## src/rtl/agu_pkg.sv

```systemverilog
package agu_pkg;

  typedef enum logic [1:0] {
    UPD_HOLD  = 2'b00,
    UPD_INC2  = 2'b01,
    UPD_INDEX = 2'b10,
    UPD_RSVD  = 2'b11
  } upd_mode_e;

  function automatic logic is_update(input upd_mode_e m);
    return (m == UPD_INC2) || (m == UPD_INDEX);
  endfunction

endpackage

```

## src/rtl/modulo_bounds.sv

```systemverilog
module modulo_bounds #(
  parameter int MOD_W = 16
) (
  input  logic               clk,
  input  logic               rst_n,
  input  logic               wr,
  input  logic [2*MOD_W-1:0] wdata,
  output logic [MOD_W-2:0]   start_hi,
  output logic [MOD_W-2:0]   end_hi
);

  // bit 0 of either bound never matters, so it is not stored
  logic unused_bnd_bits;
  assign unused_bnd_bits = wdata[0] ^ wdata[MOD_W];

  always_ff @(posedge clk) begin
    if (!rst_n) begin
      start_hi <= '0;
      end_hi   <= '0;
    end else if (wr) begin
      start_hi <= wdata[MOD_W-1:1];
      end_hi   <= wdata[2*MOD_W-1:MOD_W+1];
    end
  end


  bounds_load_chk: assert property (@(posedge clk) disable iff (!rst_n)
    ($past(rst_n) && $past(wr)) |->
      (start_hi == $past(wdata[MOD_W-1:1]) && end_hi == $past(wdata[2*MOD_W-1:MOD_W+1])));


  bounds_hold_chk: assert property (@(posedge clk) disable iff (!rst_n)
    ($past(rst_n) && !$past(wr)) |-> ($stable(start_hi) && $stable(end_hi)));

endmodule

```

## src/rtl/agu_lane.sv

```systemverilog
module agu_lane
  import agu_pkg::*;
#(
  parameter int ADDR_W = 32,
  parameter int MOD_W  = 16,
  parameter int NPTR   = 2,
  localparam int SEL_W = (NPTR > 1) ? $clog2(NPTR) : 1
) (
  input  logic                 clk,
  input  logic                 rst_n,
  input  logic                 mv,
  input  logic [SEL_W-1:0]     sel,
  input  logic [1:0]           mode,
  input  logic [NPTR*ADDR_W-1:0] ptrs,
  input  logic [ADDR_W-1:0]    idx,
  input  logic                 mod_en,
  input  logic [MOD_W-2:0]     start_hi,
  input  logic [MOD_W-2:0]     end_hi,
  output logic [MOD_W-1:0]     addr,
  output logic [ADDR_W-1:0]    wb_data,
  output logic                 wb_en,
  output logic [SEL_W-1:0]     wb_sel,
  output logic                 wrapped
);

  function automatic logic [ADDR_W-1:0] step_addr(input logic [ADDR_W-1:0] p,
                                                  input logic [1:0] m,
                                                  input logic [ADDR_W-1:0] ix);
    case (upd_mode_e'(m))
      UPD_INC2:  return p + ADDR_W'(2);
      UPD_INDEX: return p + ix;
      default:   return p;
    endcase
  endfunction

  function automatic logic end_match(input logic [ADDR_W-1:0] p,
                                     input logic [MOD_W-2:0] e);
    return p[MOD_W-1:1] == e;
  endfunction

  function automatic logic [ADDR_W-1:0] reload(input logic [ADDR_W-1:0] p,
                                               input logic [MOD_W-2:0] s);
    logic [ADDR_W-1:0] r;
    r = p;
    r[MOD_W-1:1] = s;
    return r;
  endfunction

  logic [ADDR_W-1:0] cur;
  logic [ADDR_W-1:0] stepped;
  logic              upd_req;
  logic              end_hit;
  logic              wrap_ev;

  always_comb begin
    cur = ptrs[ADDR_W-1:0];
    for (int i = 0; i < NPTR; i++) begin
      if (sel == SEL_W'(i)) cur = ptrs[i*ADDR_W +: ADDR_W];
    end
  end

  assign upd_req = mv && is_update(upd_mode_e'(mode));
  assign end_hit = end_match(cur, end_hi);
  assign wrap_ev = upd_req && mod_en && end_hit;
  assign stepped = step_addr(cur, mode, idx);

  assign addr    = cur[MOD_W-1:0];
  assign wb_data = wrap_ev ? reload(cur, start_hi) : stepped;
  assign wb_en   = upd_req;
  assign wb_sel  = sel;
  assign wrapped = wrap_ev;


  hold_no_wb_chk: assert property (@(posedge clk) disable iff (!rst_n)
    (mv && !mode[0] && !mode[1]) |-> (!wb_en && !wrapped));


  idle_no_wb_chk: assert property (@(posedge clk) disable iff (!rst_n)
    !mv |-> (!wb_en && !wrapped));


  wrap_reload_chk: assert property (@(posedge clk) disable iff (!rst_n)
    wrapped |-> (wb_data[MOD_W-1:1] == start_hi));


  wrap_keep_chk: assert property (@(posedge clk) disable iff (!rst_n)
    wrapped |-> (wb_data[ADDR_W-1:MOD_W] == cur[ADDR_W-1:MOD_W] && wb_data[0] == cur[0]));


  no_wrap_disabled_chk: assert property (@(posedge clk) disable iff (!rst_n)
    !mod_en |-> !wrapped);


  addr_pre_update_chk: assert property (@(posedge clk) disable iff (!rst_n)
    wb_en |-> (addr == cur[MOD_W-1:0]));

endmodule

```

## src/rtl/modulo_agu.sv

```systemverilog
module modulo_agu #(
  parameter int ADDR_W = 32,
  parameter int MOD_W  = 16,
  parameter int NPTR   = 2,
  localparam int SEL_W = (NPTR > 1) ? $clog2(NPTR) : 1
) (
  input  logic                   clk,
  input  logic                   rst_n,
  input  logic                   bnd_wr,
  input  logic [2*MOD_W-1:0]     bnd_wdata,
  input  logic                   x_mod_en,
  input  logic                   y_mod_en,
  input  logic                   x_mv,
  input  logic [SEL_W-1:0]       x_sel,
  input  logic [1:0]             x_mode,
  input  logic [NPTR*ADDR_W-1:0] x_ptrs,
  input  logic [ADDR_W-1:0]      x_idx,
  input  logic                   y_mv,
  input  logic [SEL_W-1:0]       y_sel,
  input  logic [1:0]             y_mode,
  input  logic [NPTR*ADDR_W-1:0] y_ptrs,
  input  logic [ADDR_W-1:0]      y_idx,
  output logic [MOD_W-1:0]       x_addr,
  output logic [ADDR_W-1:0]      x_wb_data,
  output logic                   x_wb_en,
  output logic [SEL_W-1:0]       x_wb_sel,
  output logic                   x_wrap,
  output logic [MOD_W-1:0]       y_addr,
  output logic [ADDR_W-1:0]      y_wb_data,
  output logic                   y_wb_en,
  output logic [SEL_W-1:0]       y_wb_sel,
  output logic                   y_wrap
);

  logic [MOD_W-2:0] start_hi;
  logic [MOD_W-2:0] end_hi;

  modulo_bounds #(.MOD_W(MOD_W)) u_bounds (
    .clk      (clk),
    .rst_n    (rst_n),
    .wr       (bnd_wr),
    .wdata    (bnd_wdata),
    .start_hi (start_hi),
    .end_hi   (end_hi)
  );

  agu_lane #(.ADDR_W(ADDR_W), .MOD_W(MOD_W), .NPTR(NPTR)) u_xlane (
    .clk      (clk),
    .rst_n    (rst_n),
    .mv       (x_mv),
    .sel      (x_sel),
    .mode     (x_mode),
    .ptrs     (x_ptrs),
    .idx      (x_idx),
    .mod_en   (x_mod_en),
    .start_hi (start_hi),
    .end_hi   (end_hi),
    .addr     (x_addr),
    .wb_data  (x_wb_data),
    .wb_en    (x_wb_en),
    .wb_sel   (x_wb_sel),
    .wrapped  (x_wrap)
  );

  agu_lane #(.ADDR_W(ADDR_W), .MOD_W(MOD_W), .NPTR(NPTR)) u_ylane (
    .clk      (clk),
    .rst_n    (rst_n),
    .mv       (y_mv),
    .sel      (y_sel),
    .mode     (y_mode),
    .ptrs     (y_ptrs),
    .idx      (y_idx),
    .mod_en   (y_mod_en),
    .start_hi (start_hi),
    .end_hi   (end_hi),
    .addr     (y_addr),
    .wb_data  (y_wb_data),
    .wb_en    (y_wb_en),
    .wb_sel   (y_wb_sel),
    .wrapped  (y_wrap)
  );


  sides_independent_chk: assert property (@(posedge clk) disable iff (!rst_n)
    (!x_mod_en && y_mod_en && y_wb_en && y_ptrs[y_sel*ADDR_W+1 +: MOD_W-1] == end_hi) |->
      (y_wrap && !x_wrap));

endmodule

```

## config.mk

```make
export PLATFORM = sky130hd
export DESIGN_NAME = modulo_agu
export DESIGN_NICKNAME = d
export VERILOG_FILES = /design/src/rtl/agu_pkg.sv /design/src/rtl/modulo_bounds.sv /design/src/rtl/agu_lane.sv /design/src/rtl/modulo_agu.sv
export SDC_FILE = /design/constraint.sdc
export NUM_CORES = 1
export LEC_CHECK = 0
export BUFFER_PORTS_ARGS = -buffer_cell sky130_fd_sc_hd__buf_4
export CAP_MARGIN = 30
export CORE_MARGIN = 3
export CORE_UTILIZATION = 30
export CTS_CLUSTER_SIZE = 40
export DETAILED_ROUTE_END_ITERATION = 7
export REMOVE_ABC_BUFFERS = 1
export SYNTH_ARGS = -nofsm -noshare
export SYNTH_HDL_FRONTEND = slang
export SYNTH_SLANG_ARGS = --single-unit
```

## constraint.sdc

```tcl
create_clock -name clk -period 7.9 [get_ports clk]
set_clock_uncertainty 0.1 [all_clocks]
set_input_delay 0 -clock clk [delete_from_list [all_inputs] [get_ports clk]]
set_output_delay 0 -clock clk [all_outputs]
set_load 0.005 [all_outputs]
```

==> results of run 1 <==
stage by stage:
stage / cell area (um2) / util (%) / power, W / hold slack, ns / setup slack, ns
CTS: 12200 / 41.8 / 0.00127 / 0.0232 / 3.66
global route: 12200 / 41.8 / 0.00137 / 0.0400 / 3.33
floorplan: 8650 / - / 0.000691 / -0.100 / 5.22
finish: 12200 / 41.8 / 0.00128 / 0.0315 / 3.55
global placement: 11700 / 40.3 / 0.00105 / 0.154 / 3.68
detailed placement: 11700 / 40.3 / 0.00106 / 0.165 / 3.66
area by class of cell:
class / count / area [um2] / area share (%)
clock buffer: 6 / 139 / 1.14
clock inverter: 2 / 12.5 / 0.103
inverter: 72 / 270 / 2.22
multi-input combinational: 1071 / 7780 / 63.9
sequential: 30 / 601 / 4.94
tap: 384 / 480 / 3.95
timing repair buffer: 374 / 2880 / 23.7
metal layers:
metal | wire length [um] | GRT usage [%] | up-vias
li1 | - | - | 5321
met1 | 17700 | 31.3 | 5179
met2 | 17900 | 37.4 | 391
met3 | 2670 | 3.79 | 43
met4 | 863 | 4.74 | 0
met5 | 0 | 0 | -
flip-flops by register name (all words and copies together) (netlist names):
register / flops
u_bounds.start_hi: 15
u_bounds.end_hi: 15
worst reg2reg max path, delay by kind of cell (launching register included):
family        cells  cell delay (ns)
flops             1             0.45
mux               1             0.11
simple gates      1             0.11
worst max-delay path by stage:
stage	from	to	slack, ns
floorplan	y_sel	y_wb_data[30]	5.22
finish	y_sel	y_wb_data[30]	3.55
global route	y_sel	y_wb_data[30]	3.33
global placement	y_sel	y_wb_data[30]	3.68
CTS	y_sel	y_wb_data[30]	3.66
detailed placement	y_sel	y_wb_data[30]	3.66
where the power goes:
group / internal, W / total (W) / switching (W)
clock network: 0.000125 / 0.000197 / 0.0000724
registers: 0.000161 / 0.000172 / 0.0000114
logic: 0.000423 / 0.000907 / 0.000484
cells in the final DEF, fill, tap and decap left out, types with 12 or more instances in the layout:
cell	instances
buf_4	344
a21oi_1	88
nand2_1	86
nor2_1	81
o21ai_0	74
inv_1	72
ha_1	68
mux2i_1	57
xnor2_1	52
nor2b_1	45
nand3_1	41
nor3_1	31
dlygate4sd3_1	30
dfxtp_1	30
a21o_1	28
o21a_1	27
mux2_2	25
xor2_1	23
nor4_1	21
a211oi_1	20
nand4_1	17
o221ai_1	17
a31oi_1	15
a22oi_1	15
and3_1	14
mux2i_2	12
nand3b_1	12
logic make-up after synthesis:
logic type	Yosys count	share of synthesized area [%]
simple gates	416	25.1
compound gates	407	31.1
buf+inv	135	6.83
mux	103	13.1
xor+xnor	75	7.30
fa+ha+maj	70	9.91
flops	30	6.68
==> run metrics, run 1 <==
ys flop type=dfxtp_1; die height=179 um; Core Area=29100 um2; count leader, synth=a21oi_1; TritonCTS clock tree=done; antenna violations before repair=0; worst min path class=in -> reg; Clock Sinks=30; Final ANT Viol Nets=0; Final Wtd Congestion=0.926; Setup Fix Bufs, Post-CTS=0; FF-to-FF setup slack=7.07 ns; chip width=179 um; number of global-route vias before repair=10200; final setup vio count=0; vias=10900; Post-synth top cells=a21oi_1, nand2_1, nor2_1; first-pass GRT wire length=57.8 mm; final layout net count=1861; run status=completed; gr ovfl total=0; CTS buffer count=5; headroom to the max-slew limit=27.9%; Syn. warnings=0; Tot GR Track Use=22.7%; Tcrit/Tclk final=55.1%; Min Clock Period, post-route=4.35 ns; Setup crit end kind=primary output; CP startpoint kind=input port; fillers=3062; latest clock arrival within the worst-skew pair=0.28 ns; Iteration-0 DRC Markers=844; Hold-fix buffers, CTS=30; Clock transition at path regs=0.06 ns; Max Slew Vio Count=0; Top Family by Delay on Critical Path=compound AO/OA/AOI/OAI gates; I/O pin total=339; total of max-cap violations=0; Syn Inst Count=1236; EDFF count, synth=0; WP buf/inv=3; largest net degree at the start of global routing=52; Longest Clk Path Bufs=2; CP max stage cell=a2111oi_0; hold path depth=2; Syn Area/Cell=7.28 um2; Antenna Cells=0; Peak VDD IR=72.5 uV; P&R area growth vs syn=35.3%; pwr dens=105 nW/um2; worst path cell trace=buf_4 > mux2i_2 > inv_1 > ha_1 > and3_1 > and3_1 > a211oi_1 > a21boi_0 > o211ai_1 > a2111oi_0 > nor3_1 > o31ai_1 > buf_4; HP Start=rst_n; final non-filler cell total=1939; Crit path depth=13; P_leak=5.40 nW; H-tree depth=2; Max Freq=230 MHz; number of port buffers=336; Hold Path End=u_bounds.start_hi[4]; CTS root buf=clkbuf_16; CP arrival=4.25 ns; Critical Path RT=7.80 ns; row cnt=62; CP Max Fanout=47; initial core utilization=30.9%; crit-path max cell delay=0.80 ns; DIE AREA=32100 um2; Final Hold Viols=0; CTS resizes=0; Synth top area share=9.46%; Cell Area, Synth=8990 um2; worst reg2reg endpoint=u_bounds.end_hi[6]; worst slew pin tran=1.08 ns; Yosys cell types=92; DP Cell Count=1901; Worst R2R Start=u_bounds.end_hi[6]; DRT Pass-1 Iters=6; Area contributors post-synth=ha_1, dfxtp_1, mux2i_1; hpwl dp=32.1 mm; Vias/cell=5.64; fraction of layout cells with a size suffix above 1=27.4%; Avg WL per Cell=20.1 um; final setup TNS=0 ns; RSZ-0062 raised after global routing=no; Setup CP Type=in -> out; Seq/Total Area, Yosys=6.68%; DR DRC count=0; post-synthesis async set-or-reset flop share=0%; Routed WL=39.1 mm; Synth area leader=ha_1; reg2reg path depth=2; register bit total from synthesis=30
Note: power is estimated with default switching activity, not from simulation.
==> run 2, diff against run 1 <==
Settings changed: ABC_AREA from default to 1.
Clock period 7.9 ns to 3.68 ns, I/O delays scaled along.
==> run 2 against run 1 <==
  * Utilization decreased by 1.4 points
  * Worst setup slack got worse by 3.0 ns
  * Via count is 47% higher
  * Synthesized cell count up 94%
  * Register-to-register slack worse by 4.8 ns
  * Clock power grew to 2.8 times the previous value
  * First-iteration DRC count is 0.83% lower
  * Routed wire length grew 47%
==> run metrics, run 2 <==
Net Sw Power=0.00159 W (+180%); CP max stage cell=ha_1; CTS root buf=clkbuf_16; Final Wtd Congestion=0.997 (+7.7%); XOR/XNOR Fraction of Synth Area=0.233% (-7.1 points); die height=200 um (+12%); post-synthesis async set-or-reset flop share=0% (unchanged); Synth top area share=34.3% (+25 points); Iteration-0 DRC Markers=837 (-0.83%); headroom to the max-slew limit=54.6% (+27 points); antenna violations before repair=1 (+1); multiplexer area fraction after synthesis=0.178% (-13 points); DP Cell Count=3189 (+68%); CP Max Fanout=38 (-19%); crit-path max cell delay=0.44 ns (-0.36 ns); Tcrit/Tclk final=84.8%; hold path depth=3 (+1); DP Area=14300 um2 (+22%); P_int=0.00164 W (+130%); Max Freq=320 MHz; latest clock arrival within the worst-skew pair=0.27 ns (about the same); Cell Area, Synth=11300 um2 (+25%); Syn Area/Cell=4.69 um2 (-36%); Synth area leader=nand2_1; P&R area growth vs syn=31.9%; count leader, synth=nand2_1; gr ovfl total=0 (unchanged); P_leak=8.60 nW (+59%); run status=completed; CP arrival=3.02 ns (-1.23 ns); sequential power share=11.6% (-1.9 points); pwr dens=217 nW/um2 (+110%); Min Clock Period, post-route=3.12 ns; Syn. warnings=0 (unchanged); Clk pwr share=17.3% (+1.9 points); Clock transition at path regs=0.06 ns (about the same); hpwl dp=48.9 mm (+52%); Top Registers=u_bounds.end_hi x15, u_bounds.start_hi x15; Final ANT Viol Nets=0 (unchanged); H-tree depth=2 (unchanged); switch share=49.4% (+4.8 points); Syn Inst Count=2402 (+94%); final setup vio count=0 (unchanged); final setup TNS=0 ns (unchanged); initial core utilization=30.6% (-0.30 points); Avg WL per Cell=17.8 um (-12%); Clock Sinks=30 (unchanged); Final Hold Viols=0 (unchanged); Tot GR Track Use=27.8% (+5.0 points); worst min path class=in -> reg; DIE AREA=39900 um2 (+24%); Post-synth top cells=nand2_1, inv_1, nor2_1; Critical Path RT=3.58 ns (-4.22 ns); Synth Area in Simple Gates=60.5% (+35 points); final non-filler cell total=3237 (+67%); Core Area=36800 um2 (+26%); main combinational cell family by area after synthesis=simple AND/OR/NAND/NOR gates; Hold Slack=0.00516 ns (-0.0263 ns); Vias/cell=4.98 (-12%); TritonCTS clock tree=done; Comb power frac=71.1% (about the same); first-pass GRT wire length=85.7 mm (+48%); Max Slew Vio Count=0 (unchanged); adder-cell area share of the yosys netlist=7.91% (-2.0 points); Area contributors post-synth=nand2_1, inv_1, nor2_1; total power=0.00323 W (+150%); ys flop type=dfxtp_1; commonest non-fill, non-tap cell in the layout=nand2_1; Setup crit end kind=primary output; worst slew pin tran=0.680 ns (-0.397 ns); DRT Pass-1 Iters=5 (-1); Yosys cell types=41 (-55%); fraction of layout cells with a size suffix above 1=16.7% (-11 points); register bit total from synthesis=30 (unchanged); chip width=200 um (+12%); compound-cell area share of the yosys netlist=10.3% (-21 points); Longest Clk Path Bufs=2 (unchanged); EDFF count, synth=0 (unchanged); most frequent cells in the layout=nand2_1, buf_4, inv_1; total of max-cap violations=0 (unchanged); DR DRC count=0 (unchanged); largest net degree at the start of global routing=40 (-23%); CTS buffer count=5 (unchanged); Peak VDD IR=187 uV (+160%); Seq/Total Area, Yosys=5.33% (-1.3 points); Setup CP Type=in -> out; number of port buffers=336 (unchanged); I/O pin total=339 (unchanged); CP startpoint kind=input port; Routed WL=57.5 mm (+47%); RSZ-0062 raised after global routing=no; final layout net count=3073 (+65%); vias=16100 (+47%); reg2reg path depth=3 (+1); CP most frequent cell=nand2_1; CTS resizes=0 (unchanged); Design Area, Final=14900 um2 (+22%); Setup Fix Bufs, Post-CTS=0 (unchanged); row cnt=70 (+13%); number of global-route vias before repair=15600 (+53%); worst path cell trace=buf_4 > inv_8 > nand2_1 > nand2_1 > ha_1 > nand2_1 > nor2_1 > inv_1 > nor2_1 > nand3_1 > nand3_1 > nand2_1 > nand3_1 > nand3_1 > nand2_1 > inv_1 > buf_4
run 2: changes by cell type in the layout (fill, tap and decap cells not counted), moves of 43 or more:
cell	delta
nand3_1	+158
mux2i_1	-55
nor2b_1	-45
nand2_1	+943
nor2_1	+227
inv_1	+286
xnor2_1	-49
nand2_2	+43
run 2: worst paths after layout:
kind                                            start                     to  slack (ns)
worst max register to register  u_bounds.start_hi[13]  u_bounds.start_hi[13]        2.28
worst min register to register   u_bounds.start_hi[2]   u_bounds.start_hi[2]        0.42
worst min-delay path                           bnd_wr  u_bounds.start_hi[11]       0.005
worst max-delay path                            x_sel          x_wb_data[22]        0.56
run 2: cells by family after synthesis:
kind of cell	after synthesis
compound gates	220
xor+xnor	3
fa+ha+maj	70
buf+inv	420
flops	30
mux	2
simple gates	1657
run 2: power groups by stage:
stage | clock (W) | sequential, W | combinational, W
6_report | 0.000559 | 0.000374 | 0.00230
5_1_grt | 0.000572 | 0.000377 | 0.00256
4_1_cts | 0.000556 | 0.000374 | 0.00228
3_5_place_dp | 0 | 0.000380 | 0.00223
3_3_place_gp | 0 | 0.000380 | 0.00223
2_1_floorplan | 0 | 0.000367 | 0.00125
run 2: final cells by class:
| class | instances | area [um2] |
|---|---|---|
| inverters | 371 | 1400 |
| repair buffers | 406 | 3160 |
| well taps | 468 | 586 |
| clock inverters | 2 | 60.1 |
| diodes | 2 | 5.00 |
| fillers | 4264 | 21900 |
| clock buffers | 6 | 139 |
| multi-input cells | 1952 | 8910 |
| flip-flops and latches | 30 | 601 |
run 2: through the flow:
stage / setup slack, ns / util [%]
2_1_floorplan: 1.41 / -
3_3_place_gp: 0.586 / 38.8
3_5_place_dp: 0.546 / 38.8
4_1_cts: 0.544 / 40.4
5_1_grt: 0.256 / 40.4
6_report: 0.558 / 40.4
run 2: metal layers:
| metal | GRT usage, % | part of all wire, % | vias to the layer above |
|---|---|---|---|
| li1 | - | - | 8140 |
| met1 | 33.9 | 42 | 7255 |
| met2 | 50.2 | 48 | 604 |
| met3 | 2.10 | 5.2 | 114 |
| met4 | 12.2 | 4.7 | 0 |
| met5 | 0 | 0 | - |
run 2: critical path: cells and delay by family:
kind          cells  cell delay, ns
simple gates     11            1.65
buf+inv           5            0.89
fa+ha+maj         1            0.44
run 2: what timing repair did:
item,in CTS,in global routing
hold buffers,37,1
setup endpoints to repair,0,0
endpoints found under the hold margin,27,1
==> run 3, diff against run 2 <==
Settings changed: ABC_AREA 1 to 0.
Clock period 3.68 ns to 2.5 ns, I/O delays scaled along.
==> run 3 against run 2 <==
  * The flow now finishes with violations (setup timing)
  * Flip-flop and latch count unchanged
  * Utilization up 21 points
  * Cell count down 26%
  * Worst setup slack worse by 1.1 ns
  * Sequential share of layout area down 0.69 points
  * Design area up 21%
  * Largest cell class unchanged
  * Largest power group unchanged
  * Highest routed layer unchanged
==> run metrics, run 3 (synthesis results as in run 1) <==
run status=finished, violations left; failing checks=setup timing; fillers=2452 (-42%); met3 wire length=3.58 mm (+19%); P&R area growth vs syn=99.8%; Clock Sinks=30 (unchanged); Avg WL per Cell=20.8 um (+17%); DR DRC count=0 (unchanged); Tot GR Track Use=28.6% (+0.82 points); Design Area, Final=18000 um2 (+21%); chip width=179 um (-10%); Peak VDD IR=203 uV (+8.5%); first-pass GRT wire length=72.2 mm (-16%); Place WS=-1.08 ns (-1.63 ns); number of global-route vias before repair=13000 (-17%); antenna violations before repair=2 (+1); Final Util=61.8% (+21 points); CTS buffer count=5 (unchanged); Critical Path RT=2.40 ns (-1.18 ns); detailed-routed wire length on met2=23.2 mm (-17%); CP arrival=2.92 ns (-0.10 ns); headroom to the max-slew limit=49.1% (-5.5 points); CP Max Fanout=6 (-84%); CP startpoint kind=input port; final worst-path setup slack=-0.522 ns (-1.08 ns); Core Area=29100 um2 (-21%); worst min path class=in -> reg; Clock transition at path regs=0.06 ns (about the same); final setup vio count=51 (+51); Vias/cell=5.62 (+13%); fraction of layout cells with a size suffix above 1=56.3% (+40 points); Routed WL=49.9 mm (-13%); row cnt=62 (-11%); hpwl dp=38.6 mm (-21%); Setup CP Type=in -> out; largest net degree at the start of global routing=36 (-10%); final layout net count=2320 (-25%); most frequent cells in the layout=buf_4, nand2_1, nor2_1; TritonCTS clock tree=done; Final Wtd Congestion=0.973 (-2.4%); Longest Clk Path Bufs=2 (unchanged); number of port buffers=336 (unchanged); Max Slew Vio Count=0 (unchanged); Final ANT Viol Nets=0 (unchanged); DP Area=14600 um2 (+2.4%); DRT Pass-1 Iters=5 (unchanged); Top Registers=u_bounds.end_hi x15, u_bounds.start_hi x15; worst slew pin tran=0.763 ns (+0.0831 ns); Tcrit/Tclk final=121%; initial core utilization=30.9% (+0.30 points); Final Hold Viols=0 (unchanged); Min Clock Period, post-route=3.02 ns; pwr dens=325 nW/um2 (+50%); H-tree depth=2 (unchanged); RSZ-0062 raised after global routing=yes; latest clock arrival within the worst-skew pair=0.29 ns (+0.02 ns); die height=179 um (-10%); CTS root buf=clkbuf_16; Iteration-0 DRC Markers=1201 (+43%); vias=13500 (-16%); DIE AREA=32100 um2 (-20%); total of max-cap violations=0 (unchanged); commonest non-fill, non-tap cell in the layout=buf_4; P_leak=8.08 nW (-6.0%); top layer in use=met4; Max Freq=331 MHz; I/O pin total=339 (unchanged); Setup crit end kind=primary output; gr ovfl total=0 (unchanged); Metal-1 WL=21.3 mm (-11%)
==> run 3: routing by layer <==
metal  vias to the layer above  GRT usage (%)
met2                       667           47.3
met4                         0           9.34
li1                       6264              -
met5                         -              0
met1                      6444           38.4
met3                       109           3.81
==> run 3: final timing paths <==
check,cells after the start,start,end,slack (ns)
worst min register to register,2,u_bounds.start_hi[9],u_bounds.start_hi[9],0.45
worst max register to register,2,u_bounds.end_hi[6],u_bounds.end_hi[6],1.63
worst max-delay path,15,y_sel,y_wb_data[30],-0.52
worst min-delay path,2,rst_n,u_bounds.end_hi[0],0.01
==> run 3: per-stage QoR <==
stage / power (W) / instances / hold WS [ns] / setup TNS (ns)
3_3_place_gp: 0.00411 / 2281 / 0.158 / -26.13
4_1_cts: 0.00542 / 2366 / 0.00886 / -12.12
5_1_grt: 0.00616 / 2400 / 0.0237 / -19.30
2_1_floorplan: 0.00219 / 1173 / -0.100 / -1.79
3_5_place_dp: 0.00413 / 2281 / 0.165 / -28.26
6_report: 0.00585 / 2400 / 0.0107 / -14.72
==> run 3: what timing repair did <==
item / in CTS / in global routing
cloned: 4 / 1
hold buffers: 30 / 0
hold endpoints to repair: 30 / 0
gates resized for setup: 303 / 153
buffers inserted: 47 / 36
setup endpoints to repair: 57 / 57
pin swaps: 115 / 119
==> run 3: area by class of cell <==
class                           count  area [um2]  area share (%)
Tap cell                          384         480            2.67
Inverter                           72         270            1.50
Multi-Input combinational cell   1071        9660            53.7
Timing Repair Buffer              833        6800            37.8
Sequential cell                    30         603            3.36
Clock inverter                      2        12.5          0.0696
Clock buffer                        6         139           0.773
Antenna cell                        2        5.00          0.0279
==> run 3: where the power goes <==
part	total, W	switching (W)	internal, W
Sequential	0.000547	0.0000392	0.000508
Combinational	0.00466	0.00220	0.00246
Clock	0.000639	0.000244	0.000394
Total	0.00585	0.00248	0.00336
==> run 3: worst max-delay path: stages <==
cell	delay, ns
buf_12	0.12
mux2_4	0.22
ha_4	0.14
inv_2	0.03
fa_2	0.36
nor2b_4	0.16
o2111ai_4	0.15
a21o_1	0.25
a21boi_2	0.20
o211ai_1	0.16
a2111oi_2	0.46
buf_4	0.19
nor3_2	0.04
o31ai_1	0.26
buf_4	0.16
